$ cat config.mk
export PLATFORM = sky130hd
export DESIGN_NAME = reload_timer_chan
export DESIGN_NICKNAME = d
export VERILOG_FILES = /design/src/rtl/reload_timer_pkg.sv /design/src/rtl/reload_timer_presc.sv /design/src/rtl/reload_timer_count.sv /design/src/rtl/reload_timer_regs.sv /design/src/rtl/reload_timer_chan.sv
export SDC_FILE = /design/constraint.sdc
export NUM_CORES = 1
export LEC_CHECK = 0
export ABC_AREA = 1
export BUFFER_PORTS_ARGS = -buffer_cell sky130_fd_sc_hd__buf_2
export CORE_ASPECT_RATIO = 1.2
export CORE_MARGIN = 2
export CORE_UTILIZATION = 54
export CTS_BUF_LIST = sky130_fd_sc_hd__clkbuf_4 sky130_fd_sc_hd__clkbuf_8 sky130_fd_sc_hd__clkbuf_16
export CTS_CLUSTER_SIZE = 30
export DETAILED_ROUTE_END_ITERATION = 12
export GPL_TIMING_DRIVEN = 1
export PLACE_DENSITY = 0.84
export REMOVE_ABC_BUFFERS = 1
export SLEW_MARGIN = 20
export SYNTH_ARGS = -nofsm -noshare
export SYNTH_HDL_FRONTEND = slang
export SYNTH_SLANG_ARGS = --single-unit
$ cat constraint.sdc
create_clock -name clk -period 2.5 [get_ports clk]
set_input_delay 0.5 -clock clk [delete_from_list [all_inputs] [get_ports clk]]
set_output_delay 0.5 -clock clk [all_outputs]
set_load 0.05 [all_outputs]
$ cat src/rtl/reload_timer_pkg.sv
package reload_timer_pkg;

    localparam int RATE_W      = 3;
    localparam int PRE_W       = 10;
    localparam int CTRL_KEEP_W = 8;
    localparam int FLAG_BIT    = 8;
    localparam int CAPF_BIT    = 9;
    localparam int RSV_LO      = 10;

    typedef enum logic [1:0] {
        OFS_RELOAD = 2'd0,
        OFS_COUNT  = 2'd1,
        OFS_CTRL   = 2'd2,
        OFS_CAPT   = 2'd3
    } reg_ofs_e;

    typedef struct packed {
        logic [1:0]        cap_mode;
        logic              irq_en;
        logic [1:0]        ext_edge;
        logic [RATE_W-1:0] rate;
    } ctrl_t;

    function automatic logic rate_reserved(input logic [RATE_W-1:0] r);
        return r == 3'd5;
    endfunction

    function automatic logic rate_internal(input logic [RATE_W-1:0] r);
        return r <= 3'd4;
    endfunction

    // terminal phase value: 4^(r+1) - 1
    function automatic logic [PRE_W-1:0] rate_last(input logic [RATE_W-1:0] r);
        int sh;
        sh = 2 * (int'(r) + 1);
        if (sh > PRE_W) sh = PRE_W;
        return PRE_W'((32'd1 << sh) - 32'd1);
    endfunction

endpackage

$ cat src/rtl/reload_timer_presc.sv
module reload_timer_presc
    import reload_timer_pkg::*;
(
    input  logic              clk,
    input  logic              rst,
    input  logic              run,
    input  logic [RATE_W-1:0] rate,
    input  logic              rate_chg,
    output logic              tick
);
    logic [PRE_W-1:0] phase_q;
    logic             active;
    logic             at_last;

    assign active  = run && rate_internal(rate);
    assign at_last = (phase_q == rate_last(rate));
    assign tick    = active && at_last;

    always_ff @(posedge clk) begin
        if (rst || rate_chg) begin
            phase_q <= '0;
        end else if (active) begin
            phase_q <= at_last ? '0 : phase_q + 1'b1;
        end
    end
endmodule

$ cat src/rtl/reload_timer_count.sv
module reload_timer_count #(
    parameter int DATA_W = 32
) (
    input  logic              clk,
    input  logic              rst,
    input  logic              tick,
    input  logic              load_en,
    input  logic [DATA_W-1:0] load_val,
    input  logic [DATA_W-1:0] reload,
    output logic [DATA_W-1:0] cnt_q,
    output logic              uflow
);
    logic at_zero;

    assign at_zero = (cnt_q == '0);
    // a direct write wins over a tick landing in the same cycle
    assign uflow   = tick && !load_en && at_zero;

    always_ff @(posedge clk) begin
        if (rst) begin
            cnt_q <= '1;
        end else if (load_en) begin
            cnt_q <= load_val;
        end else if (tick) begin
            cnt_q <= at_zero ? reload : cnt_q - 1'b1;
        end
    end
endmodule

$ cat src/rtl/reload_timer_regs.sv
module reload_timer_regs
    import reload_timer_pkg::*;
#(
    parameter int DATA_W   = 32,
    parameter bit HAS_CAPT = 1'b1
) (
    input  logic              clk,
    input  logic              rst,
    input  logic              wr_en,
    input  reg_ofs_e          ofs,
    input  logic [DATA_W-1:0] wr_data,
    input  logic              uflow,
    output ctrl_t             ctrl_q,
    output logic              flag_q,
    output logic [DATA_W-1:0] reload_q,
    output logic [DATA_W-1:0] capt_q,
    output logic              err_q,
    output logic              rate_chg
);
    logic ctrl_wr;
    logic ctrl_bad;
    logic ctrl_ok;
    logic capt_bad;
    logic unused_capf;

    assign unused_capf = wr_data[CAPF_BIT];
    assign ctrl_wr  = wr_en && (ofs == OFS_CTRL);
    assign ctrl_bad = rate_reserved(wr_data[RATE_W-1:0]) || (|wr_data[DATA_W-1:RSV_LO]);
    assign ctrl_ok  = ctrl_wr && !ctrl_bad;
    assign capt_bad = wr_en && (ofs == OFS_CAPT) && !HAS_CAPT;
    assign rate_chg = ctrl_ok && (wr_data[RATE_W-1:0] != ctrl_q.rate);

    always_ff @(posedge clk) begin
        if (rst) begin
            ctrl_q   <= '0;
            flag_q   <= 1'b0;
            reload_q <= '1;
            err_q    <= 1'b0;
        end else begin
            if (ctrl_ok) begin
                ctrl_q <= ctrl_t'(wr_data[CTRL_KEEP_W-1:0]);
            end
            if (wr_en && (ofs == OFS_RELOAD)) begin
                reload_q <= wr_data;
            end
            if ((ctrl_wr && ctrl_bad) || capt_bad) begin
                err_q <= 1'b1;
            end
            if (uflow) begin
                flag_q <= 1'b1;
            end else if (ctrl_ok && !wr_data[FLAG_BIT]) begin
                flag_q <= 1'b0;
            end
        end
    end

    generate
        if (HAS_CAPT) begin : g_capt
            always_ff @(posedge clk) begin
                if (rst) begin
                    capt_q <= '0;
                end else if (wr_en && (ofs == OFS_CAPT)) begin
                    capt_q <= wr_data;
                end
            end
        end else begin : g_no_capt
            assign capt_q = '0;
        end
    endgenerate
endmodule

$ cat src/rtl/reload_timer_chan.sv
module reload_timer_chan
    import reload_timer_pkg::*;
#(
    parameter int DATA_W   = 32,
    parameter bit HAS_CAPT = 1'b1
) (
    input  logic              clk,
    input  logic              rst,
    input  logic              start,
    input  logic              wr_en,
    input  logic [1:0]        reg_sel,
    input  logic [DATA_W-1:0] wr_data,
    output logic [DATA_W-1:0] rd_data,
    output logic              irq,
    output logic              cfg_err
);
    reg_ofs_e          ofs;
    ctrl_t             ctrl_q;
    logic              flag_q;
    logic [DATA_W-1:0] reload_q;
    logic [DATA_W-1:0] capt_q;
    logic [DATA_W-1:0] cnt_q;
    logic              rate_chg;
    logic              run;
    logic              tick;
    logic              uflow;

    assign ofs = reg_ofs_e'(reg_sel);
    // counting is paused for the cycle of a control update
    assign run = start && !(wr_en && (ofs == OFS_CTRL));

    reload_timer_regs #(.DATA_W(DATA_W), .HAS_CAPT(HAS_CAPT)) regs_i (
        .clk(clk), .rst(rst), .wr_en(wr_en), .ofs(ofs), .wr_data(wr_data),
        .uflow(uflow), .ctrl_q(ctrl_q), .flag_q(flag_q), .reload_q(reload_q),
        .capt_q(capt_q), .err_q(cfg_err), .rate_chg(rate_chg)
    );

    reload_timer_presc presc_i (
        .clk(clk), .rst(rst), .run(run), .rate(ctrl_q.rate),
        .rate_chg(rate_chg), .tick(tick)
    );

    reload_timer_count #(.DATA_W(DATA_W)) count_i (
        .clk(clk), .rst(rst), .tick(tick),
        .load_en(wr_en && (ofs == OFS_COUNT)), .load_val(wr_data),
        .reload(reload_q), .cnt_q(cnt_q), .uflow(uflow)
    );

    assign irq = flag_q && ctrl_q.irq_en;

    always_comb begin
        rd_data = '0;
        case (ofs)
            OFS_RELOAD: rd_data = reload_q;
            OFS_COUNT:  rd_data = cnt_q;
            OFS_CTRL: begin
                rd_data[CTRL_KEEP_W-1:0] = ctrl_q;
                rd_data[FLAG_BIT]        = flag_q;
            end
            default:    rd_data = capt_q;
        endcase
    end
endmodule

# Word-level counts from Yosys, hierarchy flattened
# Cells that the tools add are included.
dict set report totals {
  regBits 116
}
dict set report classes {
  addsub 4
  order_cmp 2
  eq_ne 6
  shift 1
  mux 9
  n_reduce_logical 25
}
# operator n
set ops {}
lappend ops {{$mux 32} 4}
lappend ops {{$pmux 23 s3} 1}
lappend ops {{$gt 32x5->1 const B} 1}
lappend ops {{$logic_not 32->1} 1}
lappend ops {{$shl 1x32->10 const A} 1}
lappend ops {{$sub 32x1->32 const B} 1}
lappend ops {{$pmux 9 s3} 1}
lappend ops {{$reduce_or 22->1} 1}
lappend ops {{$logic_and 1x1->1} 14}
lappend ops {{$add 10x1->10 const B} 1}
lappend ops {{$eq 10x10->1} 1}
lappend ops {{$mux 10} 1}
lappend ops {{$sub 10x1->10 const B} 1}
lappend ops {{$add 3x1->4 const B} 1}
lappend ops {{$eq 2x2->1 const B} 2}
lappend ops {{$logic_not 1->1} 4}
lappend ops {{$reduce_bool 2->1} 2}
lappend ops {{$eq 3x3->1 const B} 1}
lappend ops {{$le 3x3->1 const B} 1}
lappend ops {{$ne 3x3->1} 1}
lappend ops {{$eq 2x1->1 const B} 1}
lappend ops {{$logic_not 2->1} 1}
lappend ops {{$logic_or 1x1->1} 2}
lappend ops {{$mux 1} 2}

# Depth between registers and ports, before layout
# Gate-level depths: netlist of the first run.
dict set report depth {
  ltp_word 10
  ltp_mapped 20
}

# Modules after synthesis
# From an unflattened synthesis of the first run, not the netlist that was laid out.
dict set report hier_totals {
  cells_unflattened 1121
  hier_area_um2 7263.2
}
# mod instances cells_each area_per_inst_um2 seq_area_each_um2
set by_module_without_submodules {}
lappend by_module_without_submodules {reload_timer_count 1 478 2897.8 640.6}
lappend by_module_without_submodules {reload_timer_regs 1 353 2747.6 1481.4}
lappend by_module_without_submodules {reload_timer_presc 1 129 895.9 200.2}
lappend by_module_without_submodules {reload_timer_chan 1 161 721.9 0.0}

# Worst setup path after synthesis of the first run
# Ideal clock, no wire load.
dict set report synth_path {
  kind {register to register}
  from {register regs_i.ctrl_q[1] (netlist name)}
  to {register count_i.cnt_q[30]}
  arrival_time_ps 2423
  required_time_ps 2387
  setup_slack_ps -35
  stages_incl_launch_ff 21
  n_path_buf 1
  path_cell_list {dfxtp_1 > inv_2 > ha_1 > nor2_1 > nand2_1 > inv_2 > nand2_2 > ha_1 > nand2_1 > inv_1 > nor2_1 > nand3_1 > nor2_1 > nand3_1 > nor2_2 > nand2_4 > buf_2 > nand3_1 > nand2_1 > inv_1 > nand2_1}
}
dict set report synth_between {
  elab_chain_cells 8
}
# element line
set synth_lines {}
lappend synth_lines {{$add 3x1->4} reload_timer_pkg.sv:35} ;# sh = 2 * (int'(r) + 1);
lappend synth_lines {{$gt 32x5->1} reload_timer_pkg.sv:36} ;# if (sh > PRE_W) sh = PRE_W;
lappend synth_lines {{$mux 32} reload_timer_pkg.sv:36}
lappend synth_lines {{$shl 1x32->10} reload_timer_pkg.sv:37} ;# return PRE_W'((32'd1 << sh) - 32'd1);
lappend synth_lines {{$sub 10x1->10} reload_timer_pkg.sv:37}
lappend synth_lines {{$eq 10x10->1} reload_timer_presc.sv:16} ;# assign at_last = (phase_q == rate_last(rate));
lappend synth_lines {{$logic_and 1x1->1 *} reload_timer_presc.sv:17} ;# assign tick = active && at_last;
lappend synth_lines {{$reduce_bool 2->1 (no source line) *} n/a}
lappend synth_lines {{end signal, assigned} reload_timer_count.sv:23} ;# cnt_q <= load_val;
lappend synth_lines {{end signal, assigned} reload_timer_count.sv:25} ;# cnt_q <= at_zero ? reload : cnt_q - 1'b1;
lappend synth_lines {{end, declared} reload_timer_count.sv:10} ;# output logic [DATA_W-1:0] cnt_q,
# Every way passes the cells marked *; elsewhere a longest branch is shown, timed or not.
# A chain may end at the register's enable or synchronous reset.

# Worst setup path in the final report of the first run
dict set report layout_path {
  from {register regs_i.ctrl_q[0] (netlist name)}
  to {register count_i.cnt_q[19]}
}
dict set report layout_between {
  elab_chain_cells 8
}
# element line
set layout_lines {}
lappend layout_lines {{$add 3x1->4} reload_timer_pkg.sv:35}
lappend layout_lines {{$gt 32x5->1} reload_timer_pkg.sv:36}
lappend layout_lines {{$mux 32} reload_timer_pkg.sv:36}
lappend layout_lines {{$shl 1x32->10} reload_timer_pkg.sv:37}
lappend layout_lines {{$sub 10x1->10} reload_timer_pkg.sv:37}
lappend layout_lines {{$eq 10x10->1} reload_timer_presc.sv:16}
lappend layout_lines {{$logic_and 1x1->1 *} reload_timer_presc.sv:17}
lappend layout_lines {{$reduce_bool 2->1 (no source line) *} n/a}
# Marked as above.

==> impl_metrics.yaml, run 1 <==
placement:
  gp_congestion: 1.07
  port_buffers: 71
  hpwl_um: 14900
  post_dp_cell_area_sq_um: 7710
  post-place-ws_ns: -0.179
  dp.cells: 1310
power_and_ir_drop:
  p_per_area_nw_per_um2: 599
  leakagePower_nw: 4.23
  power_mw: 5.23
  ir_worst_vdd_mv: 0.452
clocking:
  cts_max_level: 4
  cts_root_buffer: "clkbuf_16"
  clk_pin_slew_worst_paths_ns: 0.05
  clkSinkCount: 116
  postCtsHoldBufs: 0
  cts_tree: "built"
  insertion_delay_ns: 0.43
  cts_made_buffers: 17
  cts_buffer_depth: 2
synthesis:
  yosysWarnings: 0
  ys_types: 33
  synth_edf_count: 0
  netlist_instances: 1078
  ys_async_sr_fraction_pct: 0
  netlist_area_sq_um: 6920
  syn_avg_cell_area_sq_um: 6.42
  synth_top_flop_cell: "dfxtp_1"
  synth_seq_cells: 116
  ys_seq_area_share_pct: 33.6
setup_path:
  required_ns: 2.80
  crit_start: "regs_i.ctrl_q[0]$_SDFFE_PP0P_"
  reg2reg_from: "regs_i.ctrl_q[0]$_SDFFE_PP0P_"
  worstSetupStartpointType: "register"
  crit_arrival_ns: 2.95
  cp_max_fo: 8
  crit_type: "reg2reg"
  crit_path_end_kind: "register"
final_layout:
  finish.instance_area_sq_um: 8740
  final_util_pct: 69.6
  layout.nets: 1221
  final_cell_mix: "nand2_1, inv_1, dfxtp_1"
  instances_no_fill: 1352
  layout-drive-gt1-share_pct: 20.2
  layout_commonest_cell: "nand2_1"
  diodes: 0
  areaGrowthSynthToFinish_pct: 26.3
detailed_routing:
  wl_um: 22200
  dr.pass1.iters: 5
  drc_errors: 0
  antenna_left: 0
  post_drt_wl_per_cell_um: 16.5
  viasPerCell: 5.69
  num_vias: 7696
  drt_iter0_drc: 585
global_routing:
  grt_pass1_wl_um: 34000
  grt_use_total_pct: 31.8
  gr-usage-met2_pct: 56.7
  top_usage_layer: "met2"
  use_met3_pct: 6.10
  grt_max_degree: 52
  grtUsageMet1_pct: 35.6
  grt_pass1_vias: 7069
  grt_overflow: 0
  grt_antenna_before_repair: 0
timing:
  finalMaxSlewViolations: 0
  finalSetupTns_ns: -3.56
  setup_viol: 34
  fin_crit_sh_pct: 106
  fin_skew_ns: 0.00909
  min_period_ns: 2.65
  relSlewSlack_pct: 55.9
  fmax_ghz: 0.378
  holdWs_ns: 0.324
  hold_viol: 0
  rsz0062_at_grt: "yes"
  worst_pin_slew_ns: 0.661
  fin_ws_ns: -0.148
run:
  drv_cap: 0
die:
  rows: 45
  die_y_um: 128
  fp.dieArea_sq_um: 13700
  core_sq_um: 12600
  die-width_um: 107
  num_io_pins: 72
  initial_utilization_pct: 55.1
status:
  status: "complete, but fails checks"
  violations: "negative setup slack"
min_path:
  holdCritStartpoint: "rst"
  min_path_type: "in2reg"
## worst max-delay path: stages, from the launching register on
cell	delay, ns
dfxtp_2	0.35
inv_2	0.06
ha_4	0.25
nor2_2	0.10
nand2_1	0.10
inv_2	0.12
nand2_4	0.06
ha_4	0.28
nor2_2	0.04
nor2_2	0.13
nand3_2	0.11
nor2_2	0.12
nand3_1	0.08
nor2_2	0.16
nand2_4	0.14
buf_6	0.17
buf_8	0.14
nand3_2	0.05
nand3b_1	0.07
## area by class of cell
class,count,area [sq um]
inverter,151,567
fill,1009,3820
multi-input combinational,761,4110
tap,164,205
clock buffer,27,532
timing repair buffer,129,950
sequential,116,2330
clock inverter,4,45.0
## what timing repair did
item | CTS | global route
setup endpoints to repair | 42 | 43
setup buffers | 8 | 3
gates cloned | 1 | 0
pin swaps | 19 | 15
gates resized for setup | 40 | 44
## report_power, final
group          internal (mW)  switching (mW)  leakage (nW)
Combinational          0.267           0.587          2.98
Clock                   1.54           0.817         0.294
Sequential              1.94          0.0777         0.951
Total                   3.75            1.48          4.23
## synthesized netlist by cell type, drive strengths merged, types with 6 or more instances
master	count	area share, %
inv	151	8.2
nand3	101	7.3
ha	7	1.3
buf	12	1.1
dfxtp	116	34
nand4	16	1.4
o211ai	30	3.3
a21oi	49	3.5
o22ai	7	0.63
nor2	101	6.1
clkbuf	38	2.1
xor2	25	3.2
o21ai	85	6.1
o221ai	22	2.8
nor3	6	0.43
nand3b	17	1.8
nand2	280	15
## cells by family after synthesis
group | Yosys count | synth area share [%]
simple gates | 526 | 33.1
buf+inv | 201 | 11.4
compound gates | 198 | 16.9
flops | 116 | 33.6
xor+xnor | 30 | 3.80
fa+ha+maj | 7 | 1.27
## worst paths after layout
check	end	slack, ns	cells after the start
max reg2reg	count_i.cnt_q[19]$_SDFFE_PP1P_	-0.15	18
min	regs_i.ctrl_q[4]$_SDFFE_PP0P_	0.32	2
max	count_i.cnt_q[19]$_SDFFE_PP1P_	-0.15	18
min reg2reg	regs_i.capt_q[3]$_SDFFE_PP0P_	0.44	2
## per-layer routing
layer	vias to the layer above	wire, um	share of wire [%]
met1	3529	8610	39
met3	89	1410	6.3
met5	-	0	0
met4	0	1140	5.1
met2	359	11100	50
li1	3719	-	-
## registers in the layout, indices dropped and copies added, names as in the netlist
name / count
regs_i.ctrl_q: 8
presc_i.phase_q: 10
regs_i.reload_q: 32
regs_i.capt_q: 32
regs_i.flag_q: 1
count_i.cnt_q: 32
regs_i.err_q: 1
No activity file was read; power rests on OpenSTA's default activity.
==> run 2: changes to the inputs <==
- SKIP_CTS_REPAIR_TIMING: unset -> 1
==> impl_metrics.yaml, run 2 (same netlist as run 1, synthesis figures left out) <==
setup_path:
  crit_path_end_kind: "register"
  required_ns: 2.87
  reg2reg_from: "regs_i.ctrl_q[0]$_SDFFE_PP0P_"
  r2r_cells: 19
  cp_max_fo: 7
  crit_arrival_ns: 3.04
  crit_type: "reg2reg"
  worstSetupStartpointType: "register"
  ff2ff_setup_slack_ns: -0.17
  rr_endpoint: "count_i.cnt_q[12]$_SDFFE_PP1P_"
  crit_start: "regs_i.ctrl_q[0]$_SDFFE_PP0P_"
die:
  fp.dieArea_sq_um: 13700
  rows: 45
  initial_utilization_pct: 55.1
  die_y_um: 128
  core_sq_um: 12600
  die-width_um: 107
  num_io_pins: 72
timing:
  finalMaxSlewViolations: 0
  hold_viol: 0
  fin_skew_ns: 0.00800
  setup_viol: 42
  relSlewSlack_pct: 55.6
  worst_pin_slew_ns: 0.665
  fin_ws_ns: -0.174
  holdWs_ns: 0.325
  fmax_ghz: 0.374
  rsz0062_at_grt: "yes"
  min_period_ns: 2.67
  fin_crit_sh_pct: 107
clocking:
  clk_pin_slew_worst_paths_ns: 0.05
  insertion_delay_ns: 0.42
  cts_made_buffers: 17
  cts_max_level: 4
  cts_buffer_depth: 2
  cts_root_buffer: "clkbuf_16"
  clkSinkCount: 116
  cts_tree: "built"
final_layout:
  reg.largest.list: "count_i.cnt_q (32), regs_i.capt_q (32), regs_i.reload_q (32)"
  diodes: 0
  layout-drive-gt1-share_pct: 18.3
  final_util_pct: 68.6
  layout.nets: 1219
  layout_commonest_cell: "nand2_1"
  areaGrowthSynthToFinish_pct: 24.4
  final_cell_mix: "nand2_1, inv_1, dfxtp_1"
  fillers: 1041
  instances_no_fill: 1350
global_routing:
  grt_pass1_wl_um: 33300
  grt_max_degree: 52
  grt_use_total_pct: 30.9
  grt_pass1_vias: 6986
  grt_overflow: 0
  grt_antenna_before_repair: 0
run:
  drv_cap: 0
placement:
  hpwl_um: 14900
  gp_congestion: 1.07
  dp.cells: 1310
  port_buffers: 71
  post-place-ws_ns: -0.179
detailed_routing:
  wl_um: 21900
  dr.pass1.iters: 5
  antenna_left: 0
  drc_errors: 0
  drt_iter0_drc: 680
  viasPerCell: 5.72
  num_vias: 7720
  post_drt_wl_per_cell_um: 16.2
status:
  violations: "negative setup slack"
  status: "complete, but fails checks"
min_path:
  holdPathStages: 2
  holdCritStartpoint: "rst"
  min_path_type: "in2reg"
  holdPathEnd: "regs_i.capt_q[18]$_SDFFE_PP0P_"
power_and_ir_drop:
  ir_worst_vdd_mv: 0.496
  leakagePower_nw: 4.12
  p_per_area_nw_per_um2: 605
## run 2: cell count changes in the layout (fill, tap and decap cells not counted), sizes merged
cell    delta
buf        -5
nand2      +1
clkbuf     +2
## run 2: metrics by stage
stage	instance area, sq um	power (mW)	setup TNS, ns
floorplan	6700	2.59	-23.14
global placement	7710	2.84	-0.0147
detailed placement	7710	2.85	-5.54
CTS	8290	5.20	-6.34
global route	8610	5.39	-10.13
finish	8610	5.21	-5.63
## run 2: where the power goes
| group | switching, mW | internal [mW] | leakage [nW] |
|---|---|---|---|
| Clock | 0.811 | 1.54 | 0.294 |
| Sequential | 0.0753 | 1.94 | 0.951 |
| Combinational | 0.577 | 0.261 | 2.88 |
| Total | 1.46 | 3.74 | 4.12 |
## run 2: routing by layer
metal | global-route usage [%] | vias to the layer above | share of wire [%]
met5 | 0 | - | 0
met4 | 16.3 | 0 | 4.7
met3 | 6.51 | 91 | 6.6
met2 | 54.4 | 336 | 50
met1 | 34.8 | 3569 | 39
li1 | - | 3724 | -
## run 2: cell type report
class                           count  area, sq um  share of cell area (%)
Multi-Input combinational cell    762         3990                    46.4
Clock inverter                      4         45.0                   0.523
Inverter                          151          567                    6.59
Tap cell                          164          205                    2.38
Timing Repair Buffer              126          940                    10.9
Sequential cell                   116         2320                    27.0
Clock buffer                       27          532                    6.18
## run 2: worst max-delay path, stage by stage, from the launching register on
cell and delay (ns):
dfxtp_2 0.33, buf_6 0.12, ha_4 0.16, inv_2 0.06, nand2_2 0.06, nand2_4 0.12
nand3_4 0.09, ha_4 0.26, nand2_2 0.08, inv_2 0.04, nor2_2 0.10, nand3_1 0.11
nor2_1 0.13, nand3_1 0.13, nor2_4 0.17, nand2_4 0.12, nor2_8 0.22, clkbuf_16 0.19
nand2_1 0.05, nand3b_1 0.07
## run 2: worst max path at each step
stage | slack (ns) | depth (start not counted) | end
5_1_grt | -0.27 | 19 | count_i.cnt_q[3]$_SDFFE_PP1P_
4_1_cts | -0.21 | 19 | count_i.cnt_q[9]$_SDFFE_PP1P_
3_5_place_dp | -0.18 | 20 | count_i.cnt_q[31]$_SDFFE_PP1P_
3_3_place_gp | -0.008 | 20 | count_i.cnt_q[30]$_SDFFE_PP1P_
2_1_floorplan | -0.47 | 6 | regs_i.reload_q[0]$_SDFFE_PP1P_
6_report | -0.17 | 19 | count_i.cnt_q[12]$_SDFFE_PP1P_
==> run 3: changes to the inputs <==
- ABC_AREA: 1 -> unset
- CORE_UTILIZATION: 54 -> 53
- PLACE_DENSITY: 0.84 -> 0.83
==> impl_metrics.yaml, run 3 <==
timing:
  rsz0062_at_grt: "yes"
  relSlewSlack_pct: 61.3
  finalSetupTns_ns: -15.57
  setup_viol: 43
  worst_pin_slew_ns: 0.580
  fin_ws_ns: -0.457
  finalMaxSlewViolations: 0
  hold_viol: 0
  fin_crit_sh_pct: 118
  fmax_ghz: 0.338
  min_period_ns: 2.96
  fin_skew_ns: 0.00896
placement:
  gp_congestion: 0.922
  dp.cells: 1076
  port_buffers: 71
  hpwl_um: 13100
setup_path:
  crit_arrival_ns: 3.27
  cp_slowest_cell: "or4_4"
  reg2reg_from: "regs_i.ctrl_q[1]$_SDFFE_PP0P_"
  crit_start: "regs_i.ctrl_q[1]$_SDFFE_PP0P_"
  crit_type: "reg2reg"
  rr_endpoint: "count_i.cnt_q[21]$_SDFFE_PP1P_"
  ff2ff_setup_slack_ns: -0.46
  r2r_cells: 13
  path_cells: "ha_4, nor2b_4, or4_4, ha_4, xnor2_1, nor2_1, and3_1, nand4_1, nor2b_4, buf_12, clkbuf_16, a21oi_1, a221o_1"
  cp_max_fo: 6
  cp.depth: 13
  crit_end: "count_i.cnt_q[21]$_SDFFE_PP1P_"
  crit_buf_inv: 2
  worstSetupStartpointType: "register"
  cp_slowest_stage_delay_ns: 0.53
  required_ns: 2.81
  crit_path_end_kind: "register"
  cp_top_family: "simple AND/OR/NAND/NOR gates"
die:
  rows: 44
  num_io_pins: 72
  fp.dieArea_sq_um: 13000
  core_sq_um: 12000
  initial_utilization_pct: 53.6
  die_y_um: 125
  die-width_um: 105
final_layout:
  layout.nets: 992
  diodes: 0
  final_cell_mix: "nand2_1, dfxtp_1, a21oi_1"
  reg.largest.list: "count_i.cnt_q (32), regs_i.capt_q (32), regs_i.reload_q (32)"
  instances_no_fill: 1121
  layout_commonest_cell: "nand2_1"
  areaGrowthSynthToFinish_pct: 31.5
  fillers: 933
  layout-drive-gt1-share_pct: 25.7
synthesis:
  synth_top_area_share_pct: 36.1
  synth_seq_cells: 116
  muxShareOfSynthArea_pct: 8.30
  synthAdderAreaFrac_pct: 1.36
  ys_async_sr_fraction_pct: 0
  yosys.area_share.simple_pct: 25.6
  yosys-top-cells-count: "nand2_1, dfxtp_1, a21oi_1"
  synth_top_flop_cell: "dfxtp_1"
  synth.most_common_cell: "nand2_1"
  ys_seq_area_share_pct: 36.1
  yosys.area_share.xor_xnor_pct: 3.13
  synth_top_family_by_area: "simple AND/OR/NAND/NOR gates"
  yosysWarnings: 0
  synth_edf_count: 0
  netlist_area_sq_um: 6440
  synth_compound_area_share_pct: 21.3
  syn_avg_cell_area_sq_um: 7.81
  synth_area_leaders: "dfxtp_1, nand2_1, a21oi_1"
  netlist_instances: 824
  ys_types: 49
  synth_area_leader_cell: "dfxtp_1"
min_path:
  min_path_type: "in2reg"
clocking:
  cts_made_buffers: 17
  insertion_delay_ns: 0.42
  cts_tree: "built"
  cts_root_buffer: "clkbuf_16"
  clkSinkCount: 116
  cts_max_level: 4
  cts_buffer_depth: 2
  clk_pin_slew_worst_paths_ns: 0.06
detailed_routing:
  viasPerCell: 6.26
  dr.pass1.iters: 7
  antenna_left: 0
  wl_um: 21400
  drt_iter0_drc: 728
  post_drt_wl_per_cell_um: 19.1
  drc_errors: 0
  num_vias: 7019
global_routing:
  grt_antenna_before_repair: 0
  grt_overflow: 0
  grt_pass1_vias: 6428
  grt_use_total_pct: 30.4
  grt_max_degree: 92
  grt_pass1_wl_um: 32000
power_and_ir_drop:
  ir_worst_vdd_mv: 0.402
  leakagePower_nw: 3.26
  p_per_area_nw_per_um2: 619
status:
  status: "complete, but fails checks"
  violations: "negative setup slack"
run:
  drv_cap: 0
run 3: changes by cell type after synthesis, sizes merged, moves of 17 or more:
cell | before | now
a211o | 0 | 34
a21oi | 49 | 89
inv | 151 | 9
mux2i | 0 | 32
nand2 | 280 | 137
nand3 | 101 | 12
nor2 | 101 | 68
nor2b | 0 | 36
nor3 | 6 | 29
o211ai | 30 | 8
o21ai | 85 | 48
o221ai | 22 | 0
xor2 | 25 | 8
run 3: worst min-delay path by stage:
stage	cells after the start	from	to	slack (ns)
global route	2	wr_data[3]	regs_i.reload_q[3]$_SDFFE_PP1P_	0.33
CTS	2	wr_data[3]	regs_i.reload_q[3]$_SDFFE_PP1P_	0.32
global placement	2	regs_i.capt_q[5]$_SDFFE_PP0P_	regs_i.capt_q[5]$_SDFFE_PP0P_	0.44
finish	2	wr_data[3]	regs_i.reload_q[3]$_SDFFE_PP1P_	0.33
floorplan	2	regs_i.capt_q[0]$_SDFFE_PP0P_	regs_i.capt_q[0]$_SDFFE_PP0P_	0.43
detailed placement	2	regs_i.capt_q[9]$_SDFFE_PP0P_	regs_i.capt_q[9]$_SDFFE_PP0P_	0.45
run 3: through the flow:
stage,instance area (sq um),setup WS [ns],utilization [%],power [mW],hold slack (ns)
4_1_cts,8050,-0.583,67.0,5.20,0.318
3_3_place_gp,7430,-0.475,61.9,2.66,0.439
6_report,8470,-0.457,70.5,5.24,0.330
5_1_grt,8470,-0.585,70.5,5.38,0.326
3_5_place_dp,7430,-0.562,61.9,2.67,0.447
2_1_floorplan,6200,-2.08,-,2.40,0.427
run 3: where the power goes:
part           internal [mW]  total, mW  switching [mW]
logic                  0.244      0.692           0.448
clock network           1.67       2.56           0.886
registers               1.92       1.99          0.0652
total                   3.84       5.24            1.40
run 3: cells by family (layout without fill, tap and decap cells):
group,Yosys count,after routing
AND/OR/NAND/NOR,348,348
XOR/XNOR,23,23
buffers and inverters,67,203
flip-flops,116,116
AO/OA/AOI/OAI,221,221
adder cells (fa/ha/maj),7,7
multiplexers,42,42
run 3: worst reg2reg max path: cells and delay by family (launching register included):
kind,cells,cell delay (ns)
AOI/OAI and AO/OA,2,0.35
and+or+nand+nor,6,1.36
adders and majority gates,2,0.42
DFF,1,0.36
buffers and inverters,2,0.26
xor gates and xnor gates,1,0.11
run 3: routing by layer:
| metal | global-route usage, % | wire length [um] | vias up | part of all wire, % |
|---|---|---|---|---|
| met5 | 0 | 0 | - | 0 |
| met4 | 15.2 | 1060 | 0 | 5.0 |
| met3 | 5.02 | 1880 | 107 | 8.8 |
| met2 | 52.2 | 10400 | 445 | 49 |
| met1 | 36.7 | 7980 | 3292 | 37 |
| li1 | - | - | 3175 | - |
run 3: layout make-up:
class / instances / area (sq um) / share of cell area, %
clock buffer: 22 / 488 / 5.76
clock inverter: 10 / 128 / 1.51
inverter: 9 / 33.8 / 0.399
multi-input combinational: 641 / 4060 / 48.0
sequential: 116 / 2330 / 27.5
tap: 161 / 201 / 2.38
timing repair buffer: 162 / 1230 / 14.5
